$ cat config.mk
export PLATFORM = sky130hd
export DESIGN_NAME = cmdq_ring_ctrl
export DESIGN_NICKNAME = d
export VERILOG_FILES = /design/src/rtl/cmdq_ring_ctrl.sv
export SDC_FILE = /design/constraint.sdc
export NUM_CORES = 1
export LEC_CHECK = 0
export ABC_AREA = 1
export BUFFER_PORTS_ARGS = -buffer_cell sky130_fd_sc_hd__buf_4
export CAP_MARGIN = 10
export CORE_MARGIN = 1.5
export CORE_UTILIZATION = 53
export DETAILED_ROUTE_END_ITERATION = 8
export PLACE_DENSITY = 0.75
export SYNTH_ARGS = -nofsm -noshare
export SYNTH_HDL_FRONTEND = slang
export SYNTH_SLANG_ARGS = --single-unit
$ cat constraint.sdc
create_clock -name clk -period 1.4 [get_ports clk]
set_input_delay 0.07 -clock clk [delete_from_list [all_inputs] [get_ports clk]]
set_output_delay 0.07 -clock clk [all_outputs]
set_load 0.02 [all_outputs]
$ cat src/rtl/cmdq_ring_ctrl.sv
module cmdq_ring_ctrl #(
  parameter int PORT_SEL = 0,
  parameter int LAT      = 4,
  parameter int IDX_W    = 5,
  parameter int TMO_W    = 16,
  parameter logic [TMO_W-1:0] TMO_RST = 16'h00FA
) (
  input  logic        clk,
  input  logic        rst_n,
  input  logic        reg_wr,
  input  logic [2:0]  reg_addr,
  input  logic [31:0] reg_wdata,
  output logic [31:0] reg_rdata,
  output logic        rsp_pending,
  output logic        irq
);
  localparam int RQ_LSB = 5;
  localparam int RS_LSB = 3;
  localparam int RQ_MSB = RQ_LSB + IDX_W - 1;
  localparam int RS_MSB = RS_LSB + IDX_W - 1;
  localparam int CNT_W  = $clog2(LAT + 1);
  localparam int C_LO   = PORT_SEL;
  localparam int C_HI   = PORT_SEL + 8;
  localparam logic [31:0] RQ_BMSK = ~((32'd1 << (RQ_LSB + IDX_W)) - 32'd1);
  localparam logic [31:0] RS_BMSK = ~((32'd1 << (RS_LSB + IDX_W)) - 32'd1);
  localparam logic [2:0] A_CMD = 3'd0, A_RQI = 3'd1, A_RQO = 3'd2, A_RSI = 3'd3,
                         A_RSO = 3'd4, A_CAU = 3'd5, A_MSK = 3'd6, A_TMO = 3'd7;

  logic             en_q, rst_q, frz_q, c_lo_q, c_hi_q;
  logic [IDX_W-1:0] rq_in_q, rq_out_q, rs_in_q, rs_out_q;
  logic [31:0]      rq_in_b, rq_out_b, rs_in_b, rs_out_b, mask_q;
  logic [TMO_W-1:0] tmo_q;
  logic [CNT_W-1:0] cnt_q;

  wire w_cmd = reg_wr && reg_addr == A_CMD;
  wire w_cau = reg_wr && reg_addr == A_CAU;
  wire dis_w = w_cmd && reg_wdata[1];
  wire rst_now = rst_q || (w_cmd && reg_wdata[2]);
  wire halt = rst_now || dis_w;
  wire [IDX_W-1:0] rq_out_nx = rq_out_q + IDX_W'(1);
  wire [IDX_W-1:0] rs_in_nx  = rs_in_q + IDX_W'(1);
  wire rs_full = rs_in_nx == rs_out_q;
  wire start = en_q && !frz_q && !halt && (rq_in_q != rq_out_q) && !rs_full && cnt_q == '0;
  wire done  = !halt && cnt_q == CNT_W'(1);

  assign rsp_pending = rs_in_q != rs_out_q;
  assign irq = |(((32'(c_lo_q) << C_LO) | (32'(c_hi_q) << C_HI)) & mask_q);

  always_ff @(posedge clk or negedge rst_n) begin
    if (!rst_n) begin
      en_q <= 1'b0; rst_q <= 1'b0; frz_q <= 1'b0;
      c_lo_q <= 1'b0; c_hi_q <= 1'b0;
      rq_in_q <= '0; rq_out_q <= '0; rs_in_q <= '0; rs_out_q <= '0;
      rq_in_b <= '0; rq_out_b <= '0; rs_in_b <= '0; rs_out_b <= '0;
      mask_q <= '0; tmo_q <= TMO_RST; cnt_q <= '0;
    end else begin
      if (halt) en_q <= 1'b0;
      else if (w_cmd && reg_wdata[0]) en_q <= 1'b1;
      if (w_cmd) begin
        rst_q <= reg_wdata[2];
        frz_q <= reg_wdata[4];
      end

      if (halt || done) cnt_q <= '0;
      else if (cnt_q != '0) cnt_q <= cnt_q - CNT_W'(1);
      else if (start) cnt_q <= CNT_W'(LAT);

      if (rst_now) begin
        rq_in_q <= '0; rq_out_q <= '0; rs_in_q <= '0; rs_out_q <= '0;
      end else begin
        if (reg_wr && reg_addr == A_RQI) rq_in_q <= reg_wdata[RQ_MSB:RQ_LSB];
        if (reg_wr && reg_addr == A_RSO) rs_out_q <= reg_wdata[RS_MSB:RS_LSB];
        if (done) begin
          rq_out_q <= rq_out_nx;
          rs_in_q  <= rs_in_nx;
        end
      end

      if (reg_wr) begin
        case (reg_addr)
          A_RQI: rq_in_b  <= reg_wdata & RQ_BMSK;
          A_RQO: rq_out_b <= reg_wdata & RQ_BMSK;
          A_RSI: rs_in_b  <= reg_wdata & RS_BMSK;
          A_RSO: rs_out_b <= reg_wdata & RS_BMSK;
          A_MSK: mask_q   <= reg_wdata;
          A_TMO: tmo_q    <= reg_wdata[TMO_W-1:0];
          default: ;
        endcase
      end

      c_lo_q <= done || (c_lo_q && !(w_cau && !reg_wdata[C_LO]));
      c_hi_q <= (done && rq_out_nx == rq_in_q) || (c_hi_q && !(w_cau && !reg_wdata[C_HI]));
    end
  end

  always_comb begin
    case (reg_addr)
      A_CMD: reg_rdata = {27'd0, frz_q, 1'b0, rst_q, 1'b0, en_q};
      A_RQI: reg_rdata = rq_in_b  | (32'(rq_in_q)  << RQ_LSB);
      A_RQO: reg_rdata = rq_out_b | (32'(rq_out_q) << RQ_LSB);
      A_RSI: reg_rdata = rs_in_b  | (32'(rs_in_q)  << RS_LSB);
      A_RSO: reg_rdata = rs_out_b | (32'(rs_out_q) << RS_LSB);
      A_CAU: reg_rdata = (32'(c_lo_q) << C_LO) | (32'(c_hi_q) << C_HI);
      A_MSK: reg_rdata = mask_q;
      default: reg_rdata = 32'(tmo_q);
    endcase
  end
endmodule


==> run metrics <==
status=complete, but fails checks; failing checks=setup timing; crit path buf inv count=3; H-Tree Depth=4; Post-Syn Area=0.007619 mm^2; crit path setup slack, layout=-0.2513 ns; VDD IR max=870.5 uV; worst-path maximum fanout=3; die area=0.01510 mm^2; Synth Warn #=0; max frequency=605.6 MHz; area leader, netlist=dfrtp_1; final instance area=0.01064 mm^2; via density per instance=5.605; Tmin final=1.651 ns; Yosys cell types=35; largest cells by area after synthesis=dfrtp_1 53%, nand2_1 14%, o21ai_0 7.6%; average size of a mapped cell=8.551 um^2; input/output buffers=71; endpoints failing setup=32; syn nets=932; Final nets=1120; fillcell total=891; CTS tree=yes; final worst-path cycle share=118.0%; CP max-delay cell=dfrtp_1; DR DRC count=0; Antenna Violating Nets Remaining=0; initial antenna violation count=0; sequential area share after synthesis=55.28%; Reg area=0.004214 mm^2; final core occ=76.39%; crit path cell chain=buf_6, inv_4, o22ai_4, a221oi_2, nand2_1, buf_6; Largest delay share family, worst path=flip-flops; Worst-Margin Slew=0.3519 ns; number of diodes=0; fin. max-slew vios=0; Worst Path Required=1.33 ns; Overflow after GRT=0; Top-Level Pins=72; CP peak stage delay=0.41 ns; skew final=0.007530 ns; Max clock buf depth=2; core area=0.01393 mm^2; Syn-to-layout area delta=39.71%; Multi-input gate area=0.003297 mm^2; Sink Count=168; dpl cells=1166; Post-Syn Instances=891; worst slack at placement=-0.1528 ns; proportion of layout cells with a drive suffix above 1=29.40%; area post-placement=0.008884 mm^2; post-synth top area share=53.21%; Pre-Repair DR Iteration Count=5; # rows=43; Die W=122.9 um; worst rel slew slack=76.51%; Hold Crit Class=in -> reg; Setup Crit Path Kind=reg -> out; vias in the first global route=6984; chip height=122.9 um; register bit total from synthesis=168; clk_lat worst skew=0.43 ns; drt wl/cell=16.99 um; total global-route track usage=29.26%; most common cell after layout, fill and taps aside=nand2_1; PD cells=1443 mW/mm^2; routability cong.=0.8827; vias post-DR=7130; largest net degree at the start of global routing=53; hpwl dp=12820 um; total CTS buffers=17; Critical Path Sink Type=output pin; fin cells=1272; drt first-iter violations=606; Initial Util=54.67%; DRT Wirelength=21620 um; Worst EP arrival=1.58 ns; CTS root buf=clkbuf_16; Lkg Pwr=5.209 nW; Max Cap Viol=0; Hold Violations, Final=0; most used cell, CP=buf_6; CTS clock-pin slew for the worst setup and hold paths=0.07 ns; unrepaired setup endpoints after global routing=true; first-pass GRT wire length=33870 um; most frequent cells in the layout=283 x nand2_1, 160 x dfrtp_1, 130 x buf_4; critical path startpoint category=flop
==> path summary, 6_finish.rpt <==
path,start,slack (ns),end,cells after the start
max in group asynchronous,rst_n,0.71,rq_out_q[0],3
min in group asynchronous,rst_n,0.09,rs_out_q[0],2
min reg2reg,tmo_q[5],0.48,tmo_q[5],2
max,rs_in_q[1],-0.25,reg_rdata[4],6
min,reg_addr[2],0.07,c_lo_q,4
max reg2reg,rs_in_q[1],-0.24,cnt_q[1],11
==> layer usage <==
metal	wire, um	vias up	global-route usage, %
met3	1279	59	5.627
met4	585	0	13.44
met1	9196	3472	37.59
met2	10560	286	48.19
li1	-	3313	-
met5	0	-	0
==> cells in the mapped netlist <==
cell type / number
a21oi_1: 19
o21a_1: 1
clkinv_1: 1
xnor2_1: 8
nor3_1: 8
ha_1: 3
a22oi_1: 4
nor2_4: 1
buf_4: 5
nand2_1: 288
a41oi_1: 2
o22ai_1: 11
xor2_1: 8
o211ai_1: 1
buf_6: 1
nor3_4: 1
clkbuf_1: 21
a22o_1: 11
dfstp_2: 6
nand4_2: 1
a221oi_1: 13
dfrtp_1: 162
nand4_1: 7
o21ai_1: 44
or2_2: 1
inv_1: 63
nand2_2: 7
inv_2: 10
o21ai_0: 115
nor2_2: 4
o2111ai_1: 2
nand3_2: 1
nor2_1: 17
nand3_1: 28
buf_2: 16
==> per-stage QoR <==
stage / hold WS [ns] / TNS, ns / power, mW
2_1_floorplan: -0.2256 / -0.1622 / 8.087
3_3_place_gp: -0.02407 / -0.2520 / 9.278
3_5_place_dp: -0.02467 / -1.407 / 9.430
4_1_cts: 0.04700 / -3.120 / 14.97
5_1_grt: 0.1189 / -5.473 / 16.03
6_report: 0.06965 / -3.428 / 15.36
==> power breakdown <==
part	internal (mW)	switching, mW
Clock	3.04	1.97
Sequential	5.78	0.605
Combinational	1.89	2.08
==> kinds of logic (layout without fill, tap and decap cells) <==
group	after synthesis	after routing	synth area share, %
AND/OR/NAND/NOR	364	364	19.61
AO/OA/AOI/OAI	223	223	16.41
buffers and inverters	117	318	6.372
flip-flops	168	168	55.28
XOR/XNOR	16	16	1.839
adder cells (fa/ha/maj)	3	3	0.4927
==> flip-flops by register name, summed over array words and instances, names as in the netlist, 16 cells and up <==
signal    flops
tmo_q        16
mask_q       32
rs_out_b     24
rq_in_b      22
rs_in_b      24
rq_out_b     22
==> cell type report <==
| class | instances | share of cell area (%) |
|---|---|---|
| flip-flops and latches | 168 | 39.59 |
| repair buffers | 212 | 18.69 |
| clock inverters | 11 | 1.622 |
| inverters | 74 | 2.774 |
| well taps | 180 | 2.116 |
| clock buffers | 21 | 4.232 |
| multi-input cells | 606 | 30.97 |
==> worst min-delay path, cell delays in order <==
cell and delay [ns]:
buf_4 0.14, nand3_1 0.10, o21ai_0 0.08, nand2_1 0.07
==> timing repair <==
item,CTS,global route
endpoints found under the setup margin,45,42
pin swaps,71,48
resized for setup,81,48
hold buffers,33,0
buffers inserted,24,17
endpoints found under the hold margin,287,0
Note: power is estimated with default switching activity, not from simulation.
